[src/rtl/atomic_rmw_unit.sv]
module atomic_rmw_unit #(
  parameter int N_REQ  = 3,
  parameter int ADDR_W = 4,
  parameter int DATA_W = 16
) (
  input  logic                      clk,
  input  logic                      rst_n,
  input  logic [N_REQ-1:0]          req_valid,
  output logic [N_REQ-1:0]          req_ready,
  input  logic [N_REQ*3-1:0]        req_op,
  input  logic [N_REQ*ADDR_W-1:0]   req_addr,
  input  logic [N_REQ*DATA_W-1:0]   req_wdata,
  input  logic [N_REQ*DATA_W-1:0]   req_cmp,
  output logic                      rsp_valid,
  output logic [((N_REQ>1)?$clog2(N_REQ):1)-1:0] rsp_id,
  output logic [DATA_W-1:0]         rsp_rdata,
  output logic                      rsp_ok
);
  localparam int ID_W  = (N_REQ > 1) ? $clog2(N_REQ) : 1;
  localparam int DEPTH = 1 << ADDR_W;

  localparam logic [2:0] OP_LD  = 3'd0;
  localparam logic [2:0] OP_ST  = 3'd1;
  localparam logic [2:0] OP_SWP = 3'd2;
  localparam logic [2:0] OP_TAS = 3'd3;
  localparam logic [2:0] OP_CAS = 3'd4;
  localparam logic [2:0] OP_INC = 3'd5;

  typedef enum logic [1:0] {PH_IDLE, PH_RD, PH_WR} phase_t;
  phase_t phase;

  logic [DATA_W-1:0] mem [DEPTH];
  logic [2:0]        op_q;
  logic [ADDR_W-1:0] addr_q;
  logic [DATA_W-1:0] wd_q, cmp_q, old_q;
  logic [ID_W-1:0]   id_q;

  logic [N_REQ-1:0]  gnt;
  logic [ID_W-1:0]   gid;
  logic              fire;

  always_comb begin
    gnt = '0;
    gid = '0;
    for (int i = N_REQ - 1; i >= 0; i--) begin
      if (req_valid[i]) begin
        gnt = '0;
        gnt[i] = 1'b1;
        gid = ID_W'(i);
      end
    end
  end

  assign req_ready = (phase == PH_IDLE) ? gnt : '0;
  assign fire      = |(req_valid & req_ready);

  logic              we, ok;
  logic [DATA_W-1:0] nv;

  always_comb begin
    we = 1'b0;
    ok = 1'b1;
    nv = wd_q;
    case (op_q)
      OP_LD:  we = 1'b0;
      OP_ST:  we = 1'b1;
      OP_SWP: we = 1'b1;
      OP_TAS: begin we = 1'b1; nv = DATA_W'(1); ok = (old_q == '0); end
      OP_CAS: begin we = (old_q == cmp_q); ok = (old_q == cmp_q); end
      OP_INC: begin we = 1'b1; nv = old_q + DATA_W'(1); end
      default: ok = 1'b0;
    endcase
  end

  always_ff @(posedge clk or negedge rst_n) begin
    if (!rst_n) begin
      phase     <= PH_IDLE;
      op_q      <= '0;
      addr_q    <= '0;
      wd_q      <= '0;
      cmp_q     <= '0;
      old_q     <= '0;
      id_q      <= '0;
      rsp_valid <= 1'b0;
      rsp_id    <= '0;
      rsp_rdata <= '0;
      rsp_ok    <= 1'b0;
      for (int k = 0; k < DEPTH; k++) mem[k] <= '0;
    end else begin
      rsp_valid <= 1'b0;
      case (phase)
        PH_IDLE: if (fire) begin
          op_q   <= req_op[gid*3 +: 3];
          addr_q <= req_addr[gid*ADDR_W +: ADDR_W];
          wd_q   <= req_wdata[gid*DATA_W +: DATA_W];
          cmp_q  <= req_cmp[gid*DATA_W +: DATA_W];
          id_q   <= gid;
          phase  <= PH_RD;
        end
        PH_RD: begin
          old_q <= mem[addr_q];
          phase <= PH_WR;
        end
        default: begin
          if (we) mem[addr_q] <= nv;
          rsp_valid <= 1'b1;
          rsp_rdata <= old_q;
          rsp_ok    <= ok;
          rsp_id    <= id_q;
          phase     <= PH_IDLE;
        end
      endcase
    end
  end


  grant_onehot_chk: assert property (@(posedge clk) disable iff (!rst_n)
    $onehot0(req_ready));


  locked_window_chk: assert property (@(posedge clk) disable iff (!rst_n)
    fire |=> (req_ready == '0) ##1 (req_ready == '0));


  rsp_due_chk: assert property (@(posedge clk) disable iff (!rst_n)
    fire |-> ##3 rsp_valid);


  rsp_single_chk: assert property (@(posedge clk) disable iff (!rst_n)
    rsp_valid |=> !rsp_valid);


  tas_sets_chk: assert property (@(posedge clk) disable iff (!rst_n)
    (phase == PH_WR && op_q == OP_TAS) |=> mem[$past(addr_q)] == DATA_W'(1));


  inc_step_chk: assert property (@(posedge clk) disable iff (!rst_n)
    (phase == PH_WR && op_q == OP_INC) |=> mem[$past(addr_q)] == rsp_rdata + DATA_W'(1));
endmodule

[config.mk]
export PLATFORM = sky130hd
export DESIGN_NAME = atomic_rmw_unit
export DESIGN_NICKNAME = d
export VERILOG_FILES = /design/src/rtl/atomic_rmw_unit.sv
export SDC_FILE = /design/constraint.sdc
export NUM_CORES = 1
export LEC_CHECK = 0
export ABC_AREA = 1
export BUFFER_PORTS_ARGS = -buffer_cell sky130_fd_sc_hd__buf_2
export CAP_MARGIN = 5
export CORE_MARGIN = 5
export CORE_UTILIZATION = 40
export CTS_CLUSTER_DIAMETER = 200
export DETAILED_ROUTE_END_ITERATION = 7
export GPL_ROUTABILITY_DRIVEN = 0
export HOLD_SLACK_MARGIN = 0.05
export PLACE_DENSITY_LB_ADDON = 0.05
export SYNTH_ARGS = -nofsm -noshare
export SYNTH_HDL_FRONTEND = slang
export SYNTH_SLANG_ARGS = --single-unit
[constraint.sdc]
create_clock -name clk -period 1.58 [get_ports clk]
set_input_delay 0.237 -clock clk [delete_from_list [all_inputs] [get_ports clk]]
set_output_delay 0.237 -clock clk [all_outputs]
set_load 0.005 [all_outputs]
==> impl_metrics.json <==
{
  "status": "finished, violations left",
  "violations": "negative setup slack",
  "placed_cell_area_um2": 20100,
  "slowest_stage": "dfrtp_2",
  "peakVddDrop_mv": 0.892,
  "cts_buffer_depth": 3,
  "worst_ep_required_time_ps": 2040,
  "synth-main-ff-cell": "dfrtp_1",
  "ys_types": 27,
  "grt_pass1_wl_mm": 99.4,
  "area_growth_pct": 40.3,
  "synth.avg_cell_area_um2": 7.92,
  "drtPass1Iterations": 5,
  "hpwl_mm": 42.9,
  "routed_via_density": 5.58,
  "hold_class": "primary input to flop",
  "rsz0062_at_grt": "yes",
  "crit_chain": "buf_6, nor2_4, buf_12, clkinvlp_4, nor2_2, buf_4, nand3_4, clkbuf_16, nand2_1, nand2_1",
  "cts_buffers": 41,
  "worstHoldStart": "req_op[6]",
  "pwr_density_cell_nw_per_um2": 2080,
  "ios": 145,
  "stdcell_area_um2": 23900,
  "grt_pass1_vias": 16623,
  "synth_top_area_share": 0.493,
  "syn_nets": 2270,
  "synth_edf_count": 0,
  "initial_core_util": 0.404,
  "synth_area_leaders": "dfrtp_1 (49%), nand2_1 (20%), nand4_1 (9.9%)",
  "cp_common_cell": "nand2_1",
  "crit_start": "addr_q[1]$_DFFE_PN0P_",
  "setup.worst_path.end_class": "flop",
  "drive_gt1_frac": 0.324,
  "synth.most_common_cell": "nand2_1",
  "final-setup-viol-count": 276,
  "fin_ws_ps": -391,
  "synth_common_cells": "nand2_1 (900), dfrtp_1 (335), nand4_1 (269)",
  "vias": 17022,
  "rows": 75,
  "timing.fmax_mhz": 507,
  "grt_overflow_total": 0,
  "drtIter0Drc": 1453,
  "max_stage_delay_ps": 450,
  "skew_ps": 25.8,
  "fin_crit_ps": 1970,
  "clk_latency_ps": 570,
  "tns_ps": -91950,
  "antenna_found_initial": 0,
  "slew_viol_final": 0,
  "r2r-start": "addr_q[1]$_DFFE_PN0P_",
  "die-area_um2": 46700,
  "maxCapViolCount": 0,
  "num_antenna_cells": 0,
  "nets": 2602,
  "syn_area_um2": 17000,
  "grt_usage": 0.270,
  "path_clk_slew_ps": 60,
  "start_kind": "flop",
  "syn_inst": 2146,
  "wire_per_inst_um": 22.0,
  "antenna_left": 0,
  "yosysWarnings": 0,
  "h-tree-depth": 2,
  "cts_tree": "built",
  "postLayoutCoreUtil": 0.567,
  "async_flop_share": 1.00,
  "cp.arrival_ps": 2430,
  "numPortBuffers": 144,
  "worstMarginPinSlew_ps": 455,
  "critPathKind": "flop to flop",
  "die_h_um": 216,
  "die_w_um": 216,
  "fin_crit_sh": 1.25,
  "drc": 0,
  "slew-limit-headroom": 0.694,
  "cts_sinks": 335,
  "wirelength_mm": 66.9,
  "power_leakage_nw": 11.9,
  "yosysTopAreaCell": "dfrtp_1",
  "ys_ff_latch": 335,
  "grt_max_degree": 63,
  "core_um2": 42000,
  "yosysSeqAreaShare": 0.493,
  "hold_violations": 0,
  "cp_max_fo": 8,
  "cts_root_buf": "clkbuf_16"
}
## layout by cell type, fill, tap and decap left out, types with 7 or more instances in the layout
master / netlist / final
a21oi_1: 14 / 8
nand3_1: 63 / 52
buf_8: 1 / 7
nand2_4: 0 / 21
o21ai_0: 93 / 89
clkinv_2: 0 / 10
a22oi_2: 0 / 64
nor2_4: 0 / 21
nor2_2: 6 / 16
inv_1: 40 / 32
nor2_1: 55 / 24
o21ai_1: 14 / 14
clkbuf_1: 92 / 7
nand3_2: 17 / 10
a22oi_1: 131 / 67
buf_4: 14 / 165
buf_12: 0 / 63
clkbuf_8: 0 / 12
buf_2: 42 / 142
nand4_1: 269 / 269
buf_6: 14 / 29
clkbuf_16: 0 / 52
nand2_2: 0 / 127
inv_2: 15 / 19
dlygate4sd3_1: 0 / 39
dfrtp_1: 335 / 328
nand3_4: 0 / 25
nand2_1: 900 / 752
## per-stage QoR
stage	hold slack [ps]	power, mW	worst slack, ps	instances
final	50.2	49.6	-391	3049
after global routing	65.6	52.0	-470	3049
after CTS	51.1	46.5	-316	3026
after detailed placement	156	35.0	-450	2883
after global placement	162	34.8	-415	2883
after floorplan	-58.6	24.7	-46.2	2146
## path summary, 6_finish.rpt
| check | end | slack (ps) | depth (start not counted) |
|---|---|---|---|
| min | op_q[0]$_DFFE_PN0P_ | 50 | 3 |
| min in group asynchronous | mem[237]$_DFFE_PN0P_ | 160 | 2 |
| max | mem[37]$_DFFE_PN0P_ | -390 | 10 |
| min reg2reg | rsp_id[0]$_DFFE_PN0P_ | 470 | 2 |
| max reg2reg | mem[37]$_DFFE_PN0P_ | -390 | 10 |
| max in group asynchronous | old_q[2]$_DFFE_PN0P_ | 720 | 3 |
## cell type report
cell class	count	area (um^2)
clock buffers	60	1220
clock inverters	15	116
fillers	3815	18200
inverters	56	224
multi-input cells	1587	8890
flip-flops and latches	335	8390
well taps	539	674
repair buffers	457	4340
## report_power, final
group          internal (mW)  switching, mW  total, mW  leakage (nW)
combinational           10.3           15.9       26.2          6.74
clock                   5.52           3.84       9.36         0.668
sequential              11.7           2.39       14.1          4.46
## state kept, by name, indices dropped and copies added, names as in the netlist
name / cells
old_q: 16
rsp_rdata: 16
rsp_valid: 1
id_q: 2
cmp_q: 16
mem: 256
rsp_ok: 1
addr_q: 4
phase: 2
rsp_id: 2
wd_q: 16
op_q: 3
## per-layer routing
metal,share of wire,vias up,global-route usage
li1,-,8022,-
met1,0.43,8286,0.372
met2,0.48,582,0.449
met3,0.061,132,0.0370
met4,0.033,0,0.0793
met5,0,-,0
## cell families after synthesis
logic type,after synthesis,share of synthesized area
buffers and inverters,232,0.0643
DFF,335,0.493
xor gates and xnor gates,6,0.00309
and+or+nand+nor,1313,0.342
AOI/OAI and AO/OA,258,0.0966
adders and majority gates,2,0.00147
## worst max-delay path, delay by kind of cell (launching register included)
kind | cells | cell delay, ps
buf+inv | 5 | 890
flops | 1 | 450
simple gates | 5 | 510
## repair_timing
item / in CTS / in global routing
hold buffers: 39 / 0
setup buffers: 20 / 15
gates cloned: 9 / 13
endpoints found under the hold margin: 365 / 0
setup endpoints to repair: 276 / 287
resized for setup: 90 / 286
pin swaps: 30 / 85
No activity file was read; power rests on OpenSTA's default activity.
